[src/rtl/tsm_pkg.sv]
// Shared types for the thermal and supply threshold monitor.
// Assumes: nothing beyond IEEE 1800-2017.
package tsm_pkg;

    // Comparison sense of one threshold check.
    typedef enum logic [1:0] {
        CMP_AT_OR_ABOVE = 2'd0,
        CMP_ABOVE       = 2'd1,
        CMP_BELOW       = 2'd2
    } cmp_kind_e;

endpackage

[src/rtl/tsm_cmp.sv]
// Threshold comparator with hysteresis release point.
// hit      : the reading meets the alarm condition against the limit.
// clear_ok : the reading has passed back beyond the limit by the band.
// Assumes: unsigned codes; arithmetic is widened by one bit so no sum wraps.
module tsm_cmp #(
    parameter int                  DW   = 10,
    parameter tsm_pkg::cmp_kind_e  KIND = tsm_pkg::CMP_ABOVE
) (
    input  logic [DW-1:0] code,
    input  logic [DW-1:0] limit,
    input  logic [DW-1:0] band,
    output logic          hit,
    output logic          clear_ok
);
    localparam int XW = DW + 1;

    logic [XW-1:0] code_x;
    logic [XW-1:0] lim_x;
    logic [XW-1:0] code_plus_band;
    logic [XW-1:0] lim_plus_band;

    assign code_x         = {1'b0, code};
    assign lim_x          = {1'b0, limit};
    assign code_plus_band = code_x + {1'b0, band};
    assign lim_plus_band  = lim_x + {1'b0, band};

    generate
        if (KIND == tsm_pkg::CMP_AT_OR_ABOVE) begin : g_ge
            // Warning style: trip at or above, release below limit minus band.
            always_comb begin
                hit      = code_x >= lim_x;
                clear_ok = code_plus_band < lim_x;
            end
        end else if (KIND == tsm_pkg::CMP_ABOVE) begin : g_gt
            // Critical / over-voltage style: trip strictly above.
            always_comb begin
                hit      = code_x > lim_x;
                clear_ok = code_plus_band <= lim_x;
            end
        end else begin : g_lt
            // Under-voltage style: trip strictly below.
            always_comb begin
                hit      = code_x < lim_x;
                clear_ok = code_x >= lim_plus_band;
            end
        end
    endgenerate

endmodule

[src/rtl/tsm_cond.sv]
// One monitored condition of one channel: persistence filter, armed state
// with hysteresis release, and a sticky status bit with a clear pulse.
// Assumes: smp is high for exactly the cycles carrying a sample of this
// channel; hit/clear_ok describe that sample.
module tsm_cond #(
    parameter int CW = 4
) (
    input  logic          clk,
    input  logic          rst_n,
    input  logic          smp,
    input  logic          hit,
    input  logic          clear_ok,
    input  logic [CW-1:0] persist,
    input  logic          clr,
    output logic          sts,
    output logic          set_evt
);
    localparam int RW = CW + 1;

    logic [CW-1:0] run_q, run_d;
    logic          live_q, live_d;
    logic          sts_q;
    logic [RW-1:0] need;
    logic [RW-1:0] run_inc;

    assign need    = (persist == '0) ? RW'(1) : {1'b0, persist};
    assign run_inc = {1'b0, run_q} + RW'(1);

    // Next-state of the run counter and the fired (disarmed) flag.
    always_comb begin
        run_d   = run_q;
        live_d  = live_q;
        set_evt = 1'b0;
        if (smp) begin
            if (hit) begin
                if (!live_q) begin
                    if (run_inc >= need) begin
                        live_d  = 1'b1;
                        run_d   = '0;
                        set_evt = 1'b1;
                    end else begin
                        run_d = run_q + 1'b1;
                    end
                end
            end else begin
                run_d = '0;
                if (live_q && clear_ok) begin
                    live_d = 1'b0;
                end
            end
        end
    end

    // State registers; a set event wins over a clear pulse.
    always_ff @(posedge clk) begin
        if (!rst_n) begin
            run_q  <= '0;
            live_q <= 1'b0;
            sts_q  <= 1'b0;
        end else begin
            run_q  <= run_d;
            live_q <= live_d;
            sts_q  <= set_evt | (sts_q & ~clr);
        end
    end

    assign sts = sts_q;

endmodule

[src/rtl/thermal_supply_monitor.sv]
// Thermal and supply threshold monitor.
// Temperature sites get a warning check (at or above) and a critical check
// (strictly above); rails get under- and over-voltage window checks. Any
// critical event latches the shutdown request until reset.
// Assumes: at most one temperature and one rail sample per cycle; limits are
// quasi-static; out-of-range channel indices are dropped.
module thermal_supply_monitor #(
    parameter int N_TEMP = 3,
    parameter int N_RAIL = 3,
    parameter int DW     = 10,
    parameter int CW     = 4,
    localparam int TIW   = (N_TEMP > 1) ? $clog2(N_TEMP) : 1,
    localparam int RIW   = (N_RAIL > 1) ? $clog2(N_RAIL) : 1
) (
    input  logic                 clk,
    input  logic                 rst_n,
    input  logic                 temp_valid,
    input  logic [TIW-1:0]       temp_chan,
    input  logic [DW-1:0]        temp_code,
    input  logic                 rail_valid,
    input  logic [RIW-1:0]       rail_chan,
    input  logic [DW-1:0]        rail_code,
    input  logic [DW-1:0]        warn_lim,
    input  logic [DW-1:0]        crit_lim,
    input  logic [DW-1:0]        temp_hyst,
    input  logic [N_RAIL*DW-1:0] rail_min,
    input  logic [N_RAIL*DW-1:0] rail_max,
    input  logic [DW-1:0]        rail_hyst,
    input  logic [CW-1:0]        persist,
    input  logic [N_TEMP-1:0]    clr_warn,
    input  logic [N_TEMP-1:0]    clr_crit,
    input  logic [N_RAIL-1:0]    clr_uv,
    input  logic [N_RAIL-1:0]    clr_ov,
    output logic [N_TEMP-1:0]    warn_sts,
    output logic [N_TEMP-1:0]    crit_sts,
    output logic [N_RAIL-1:0]    uv_sts,
    output logic [N_RAIL-1:0]    ov_sts,
    output logic                 throttle_irq,
    output logic                 rail_irq,
    output logic                 shutdown_req
);
    logic [N_TEMP-1:0] crit_set;
    logic              sd_q;

    // Per-site warning and critical conditions.
    generate
        for (genvar i = 0; i < N_TEMP; i++) begin : g_site
            logic sel;
            logic w_hit, w_rel, c_hit, c_rel;
            logic w_set;

            assign sel = temp_valid && (temp_chan == TIW'(i));

            tsm_cmp #(.DW(DW), .KIND(tsm_pkg::CMP_AT_OR_ABOVE)) u_wcmp (
                .code(temp_code), .limit(warn_lim), .band(temp_hyst),
                .hit(w_hit), .clear_ok(w_rel)
            );
            tsm_cmp #(.DW(DW), .KIND(tsm_pkg::CMP_ABOVE)) u_ccmp (
                .code(temp_code), .limit(crit_lim), .band(temp_hyst),
                .hit(c_hit), .clear_ok(c_rel)
            );
            tsm_cond #(.CW(CW)) u_wcond (
                .clk(clk), .rst_n(rst_n), .smp(sel), .hit(w_hit),
                .clear_ok(w_rel), .persist(persist), .clr(clr_warn[i]),
                .sts(warn_sts[i]), .set_evt(w_set)
            );
            tsm_cond #(.CW(CW)) u_ccond (
                .clk(clk), .rst_n(rst_n), .smp(sel), .hit(c_hit),
                .clear_ok(c_rel), .persist(persist), .clr(clr_crit[i]),
                .sts(crit_sts[i]), .set_evt(crit_set[i])
            );
        end
    endgenerate

    // Per-rail under- and over-voltage conditions.
    generate
        for (genvar k = 0; k < N_RAIL; k++) begin : g_rail
            logic sel;
            logic u_hit, u_rel, o_hit, o_rel;
            logic u_set, o_set;

            assign sel = rail_valid && (rail_chan == RIW'(k));

            tsm_cmp #(.DW(DW), .KIND(tsm_pkg::CMP_BELOW)) u_ucmp (
                .code(rail_code), .limit(rail_min[k*DW +: DW]), .band(rail_hyst),
                .hit(u_hit), .clear_ok(u_rel)
            );
            tsm_cmp #(.DW(DW), .KIND(tsm_pkg::CMP_ABOVE)) u_ocmp (
                .code(rail_code), .limit(rail_max[k*DW +: DW]), .band(rail_hyst),
                .hit(o_hit), .clear_ok(o_rel)
            );
            tsm_cond #(.CW(CW)) u_ucond (
                .clk(clk), .rst_n(rst_n), .smp(sel), .hit(u_hit),
                .clear_ok(u_rel), .persist(persist), .clr(clr_uv[k]),
                .sts(uv_sts[k]), .set_evt(u_set)
            );
            tsm_cond #(.CW(CW)) u_ocond (
                .clk(clk), .rst_n(rst_n), .smp(sel), .hit(o_hit),
                .clear_ok(o_rel), .persist(persist), .clr(clr_ov[k]),
                .sts(ov_sts[k]), .set_evt(o_set)
            );
        end
    endgenerate

    // Shutdown latch: any critical set event, held until reset.
    always_ff @(posedge clk) begin
        if (!rst_n) begin
            sd_q <= 1'b0;
        end else begin
            sd_q <= sd_q | (|crit_set);
        end
    end

    // Interrupt lines follow the sticky status groups.
    always_comb begin
        throttle_irq = |warn_sts;
        rail_irq     = |(uv_sts | ov_sts);
        shutdown_req = sd_q;
    end

endmodule

[config.mk]
export PLATFORM = sky130hd
export DESIGN_NAME = thermal_supply_monitor
export DESIGN_NICKNAME = d
export VERILOG_FILES = /design/src/rtl/tsm_pkg.sv /design/src/rtl/tsm_cmp.sv /design/src/rtl/tsm_cond.sv /design/src/rtl/thermal_supply_monitor.sv
export SDC_FILE = /design/constraint.sdc
export NUM_CORES = 1
export LEC_CHECK = 0
export CELL_PAD_IN_SITES_DETAIL_PLACEMENT = 1
export CELL_PAD_IN_SITES_GLOBAL_PLACEMENT = 1
export CORE_MARGIN = 2
export CORE_UTILIZATION = 40
export DETAILED_ROUTE_END_ITERATION = 6
export MAX_ROUTING_LAYER = met4
export PLACE_DENSITY_LB_ADDON = 0.1
export REMOVE_ABC_BUFFERS = 1
export SYNTH_ARGS = -nofsm -noshare
export SYNTH_HDL_FRONTEND = slang
export SYNTH_SLANG_ARGS = --single-unit
[constraint.sdc]
create_clock -name clk -period 5.47 [get_ports clk]
set_input_delay 1.3675 -clock clk [delete_from_list [all_inputs] [get_ports clk]]
set_output_delay 1.3675 -clock clk [all_outputs]
set_load 0.005 [all_outputs]
======== Yosys cells after proc, flatten, opt, wreduce, memory -nomap -nowiden ========
Cells that the tools add are included.
cells by class
  mux-type cells .......................... 121
  equality and inequality tests ........... 16
  bitwise operators ....................... 38
  reductions and logical operators ........ 60
  magnitude comparators ................... 28
  $add $sub $neg .......................... 29
operators with widths
  kind                                           count
  2-to-1 mux 4 bit                               37
  2-to-1 mux 1 bit                               84
  adder 4 x 1 -> 5 bit, second input constant    12
  adder 10 x 10 -> 11 bit                        5
  >= comparator 5 bit                            11
  adder 4 x 1 -> 4 bit, second input constant    12
  AND reduction 2 bit                            24
  less-or-equal comparator 11 x 10 -> 1 bit      4
  > comparator 10 bit                            4
  >= comparator 10 x 11 -> 1 bit                 3
  less-than comparator 10 bit                    3
  inequality test 2 bit, second input constant   12
  nonzero test 2 bit                             12
  logical AND 1 bit                              18
  OR 1 bit                                       13
  bitwise AND 1 bit                              12
  NOT 1 bit                                      12
  less-than comparator 11 x 10 -> 1 bit          1
  >= comparator 10 bit                           1
  OR reduction 3 bit                             3
  >= comparator 5 x 4 -> 1 bit                   1
  == test 2 x 1 -> 1 bit, second input constant  2
  == test 2 bit, second input constant           2
  zero test 2 bit                                2
  other kinds (2)                                2
word-level totals
  output and inout bits ................... 15
  word-level logic and storage cells ...... 329
  input bits .............................. 144
  register bits after elaboration ......... 73

======== Logic depth before layout (Yosys ltp) ========
  depth in word-level cells ............... 9
  gate-level depth with buffers ........... 18
  mapped depth without buffers ............ 18

======== By module ========
A second synthesis with hierarchy kept.
second synthesis, totals
  cells, all modules ...................... 1956
  area, all modules ....................... 15954.1 um2
by module, submodules not included
  module                          area each (um2)  cells each  times used  seq. area each (um2)
  tsm_cond                        431.7            50          12          120.1
  tsm_cmp (g_rail[0].u_ocmp ...)  918.4            116         5           0.0
  tsm_cmp (g_rail[0].u_ucmp ...)  898.4            116         2           0.0
  tsm_cmp (g_site[0].u_wcmp ...)  837.1            103         2           0.0
  tsm_cmp (g_site[2].u_ccmp)      915.9            114         1           0.0
  tsm_cmp (g_rail[2].u_ucmp)      849.6            106         1           0.0
  tsm_cmp (g_site[1].u_wcmp)      844.6            106         1           0.0
  thermal_supply_monitor          101.3            12          1           20.0

======== Least setup slack after synthesis ========
No wires, ideal clock.
  path kind ............................... in2reg
  from .................................... in temp_code[1]
  to ...................................... reg g_site[0].u_ccond.live_q
  library setup time ...................... 122 ps
  path buffers ............................ 0
  stages .................................. 15
  path slack .............................. 1260 ps
  data arrival time ....................... 4088 ps
  cell sequence ........................... ha_1 > a21o_1 > a21oi_1 > nor2b_1 > o21a_1 > o41ai_1 > xnor2_1 > ha_1 > nand2_1 > a21oi_1 > o21ai_0 > a21oi_1 > a2111oi_0 > o21bai_1 > o311a_1
between the ends
  word-level cells in the longest chain between the ends .. 5
  elaborated cells between the ends (all ways) .. 7
  classes of those cells .................. 1 x add/sub; 2 x order compare; 1 x mux; 3 x reduce/logical
ends and longest elaborated chain
  element                                    line                          text
  from (decl)                                thermal_supply_monitor.sv:19  input logic [DW-1:0] temp_code,
  adder 10 x 10 -> 11 bit                    tsm_cmp.sv:24                 assign code_plus_band = code_x + {1'b0, band};
  less-or-equal comparator 11 x 10 -> 1 bit  tsm_cmp.sv:38                 clear_ok = code_plus_band <= lim_x;
  logical AND 1 bit                          tsm_cond.sv:47                if (live_q && clear_ok) begin
  nonzero test 2 bit (no source line)        -
  AND reduction 2 bit (no source line)       -
  to (signal assigned)                       tsm_cond.sv:62                live_q <= live_d;
  to (decl)                                  tsm_cond.sv:21                logic live_q, live_d;
Several ways; a longest one is shown, not always the timed one.
A chain may end at the register's enable or synchronous reset.

======== Final worst setup path ========
  from .................................... in temp_code[1]
  to ...................................... reg g_site[1].u_ccond.live_q
between the ends
  word-level cells in the longest chain between the ends .. 5
  elaborated cells between the ends (all ways) .. 7
  classes of those cells .................. 1 x add/sub; 2 x order compare; 1 x mux; 3 x reduce/logical
ends and longest elaborated chain
  element                                    line
  adder 10 x 10 -> 11 bit                    tsm_cmp.sv:24
  less-or-equal comparator 11 x 10 -> 1 bit  tsm_cmp.sv:38
  logical AND 1 bit                          tsm_cond.sv:47
  nonzero test 2 bit (no source line)        -
  AND reduction 2 bit (no source line)       -
  to (signal assigned)                       tsm_cond.sv:62
  to (decl)                                  tsm_cond.sv:21
Several ways; a longest one is shown, not always the timed one.

==> impl_metrics.tcl <==
set metrics [dict create \
    synth-adder-area-share 0.333 \
    rsz0062_at_grt "false" \
    grt_pass1_wl_mm 51.0 \
    seq_area_frac_synth 0.142 \
    drv_cap 0 \
    syn_area_per_cell_sq_um 8.12 \
    synth_edf_count 0 \
    cts.path.max_buffers 2 \
    routed_wl_mm 31.3 \
    ir_worst_vdd_mv 0.119 \
    portBuffers 158 \
    route.antenna.remaining_nets 0 \
    htreeDepth 3 \
    yosys.area.top_type "ha_1" \
    io_pins 159 \
    fin_skew_ns 0.00740 \
    antenna_found_initial 0 \
    yosysWarnings 0 \
    cts_made_buffers 9 \
    cts-root-buf "clkbuf_16" \
    cts_setup_buffers 0 \
    ys_top_cells_by_area "ha_1 (32%), dfxtp_1 (14%), inv_1 (5.0%)" \
    coreArea_sq_um 25200 \
    via_count 9961 \
    first_iter_violations 280 \
    max_slew_margin 0.334 \
    overflow 0 \
    die_y_um 164 \
    status "finished, final reports clean" \
    tns_ns 0 \
    timing.final.crit_share 0.888 \
    die_w_um 164 \
    synth-simple-area-share 0.164 \
    utilization 0.499 \
    synth_seq_cells 73 \
    setup_viol 0 \
    antenna_cells 0 \
    yosysUniqueCellTypes 70 \
    dp_hpwl_mm 26.4 \
    rows 58 \
    yosys-top-cells-count "ha_1 (266), inv_1 (137), a21oi_1 (92), dfxtp_1 (73), nor2_1 (73)" \
    cts_tree "yes" \
    synth_top_family_by_area "adder cells" \
    total_leakage_power_nw 6.03 \
    vias_per_cell 5.65 \
    synth.area.mux_share 0.00694 \
    synth_top_cell_area_share 0.324 \
    cts.sinks 73 \
    drive_above_1_share 0.0356 \
    drcViolationCount 0 \
    grt_max_degree 41 \
    cp-start-kind "input port" \
    powerDensity_nw_per_um2 165 \
    yosysMostFrequentCell "ha_1" \
    routedWlPerCell_um 17.8 \
    fill_cells 3044 \
    required_ns 5.69 \
    fin_nets 1844 \
    grtUsageTotal 0.242 \
    grt_pass1_vias 10700 \
    firstDrtPassIters 4 \
    cp_max_fo 4 \
    clkLatencyLatePin_ns 0.34 \
    ys.flop_type "dfxtp_1" \
    clkTransAtPathRegs_ns 0.06 \
    finalMaxSlewViolations 0 \
    endpoint_kind "register" \
    crit_arrival_ns 5.08 \
    area_growth_pct 22.1 \
    max_freq_ghz 0.206 \
    hold_violations 0 \
    cts_hold_buf 0 \
    syn-cell-area_sq_um 10300 \
    tightest_slew_ns 0.992 \
    place_congestion 0.877 \
    hold_class "reg2reg" \
    netlist_instances 1266 \
    ys_async_sr_fraction 0 \
    worstSetupPathType "in2reg" \
    final.min_clock_period_ns 4.86 \
    die_area_sq_um 27000 \
    synth_compound_area_frac 0.241 \
    initial_utilization 0.408 \
    synth-xor-area-share 0.0477 \
    ctsResizeCount 0 \
]
## registers in the layout, summed over array words and instances, names as in the netlist
signal                 count
g_rail.u_ucond.run_q      12
g_site.u_wcond.sts         3
g_rail.u_ucond.sts         3
shutdown_req               1
g_rail.u_ocond.sts         3
g_rail.u_ocond.live_q      3
g_site.u_ccond.sts         3
g_rail.u_ocond.run_q      12
g_site.u_wcond.live_q      3
g_site.u_ccond.live_q      3
g_site.u_ccond.run_q      12
g_site.u_wcond.run_q      12
g_rail.u_ucond.live_q      3
## worst max-delay path, stage by stage
cell and delay [ns]:
clkdlybuf4s50_1 0.57, ha_1 0.26, a21o_1 0.15, a21oi_1 0.23, nor2b_1 0.08, o21a_1 0.18
o41ai_1 0.29, buf_4 0.19, xnor2_1 0.15, ha_1 0.28, nand2_1 0.09, a21oi_1 0.04
o21ai_0 0.09, a21oi_1 0.06, a2111oi_0 0.47, o21bai_1 0.23, o311a_1 0.34
## path summary, 6_finish.rpt
check	from	end	slack, ns	cells past startpoint
setup reg to reg	g_rail[1].u_ucond.run_q[0]	g_rail[1].u_ucond.live_q	3.06	9
setup / recovery	temp_code[1]	g_site[1].u_ccond.live_q	0.61	17
hold reg to reg	shutdown_req	shutdown_req	0.47	2
hold / removal	shutdown_req	shutdown_req	0.47	2
## layer usage
metal / routed length [um] / part of all wire / global-route usage
met5: 0 / 0 / -
met4: 454 / 0.014 / 0.0451
met3: 922 / 0.029 / 0.0301
met2: 15900 / 0.51 / 0.447
met1: 14000 / 0.45 / 0.281
## kinds of logic after synthesis
kind of cell / Yosys count
simple gates: 329
compound gates: 366
fa+ha+maj: 271
flops: 73
buf+inv: 164
xor+xnor: 56
mux: 7
## cell type report
class | count | area (sq um) | area share
Timing Repair Buffer | 178 | 1730 | 0.138
Clock buffer | 14 | 264 | 0.0210
Multi-Input combinational cell | 1029 | 8150 | 0.649
Clock inverter | 2 | 12.5 | 0.000997
Sequential cell | 73 | 1460 | 0.116
Tap cell | 330 | 413 | 0.0329
Inverter | 138 | 518 | 0.0413
## per-stage QoR
step | setup WS [ns] | power, mW | cell area [sq um] | hold WS (ns) | cells
after floorplan | 1.26 | 1.16 | 10100 | 0.446 | 1240
after global placement | 0.319 | 1.50 | 12300 | 0.443 | 1748
after detailed placement | 0.233 | 1.53 | 12300 | 0.472 | 1748
after CTS | 0.576 | 2.09 | 12600 | 0.480 | 1764
after global routing | 0.236 | 2.24 | 12600 | 0.503 | 1764
final | 0.615 | 2.07 | 12600 | 0.471 | 1764
## layout by cell type, fill, tap and decap left out, types with 24 or more instances in the layout
cell             Yosys  final
nor3_1              24     24
dfxtp_1             73     73
nand2_1             59     59
clkdlybuf4s50_1      0    158
xor2_1              25     25
o21ai_0             60     60
nand2b_1            33     33
ha_1               266    266
a21oi_1             92     92
nor2_1              73     73
a21o_1              53     53
xnor2_1             31     31
nand3_1             44     44
inv_1              137    137
nor2b_1             24     24
## report_power, final
part / internal [mW] / leakage, nW / switching (mW) / total, mW
sequential: 0.537 / 0.589 / 0.00661 / 0.544
combinational: 0.451 / 5.31 / 0.520 / 0.971
clock: 0.332 / 0.133 / 0.228 / 0.560
No activity file was read; power rests on OpenSTA's default activity.
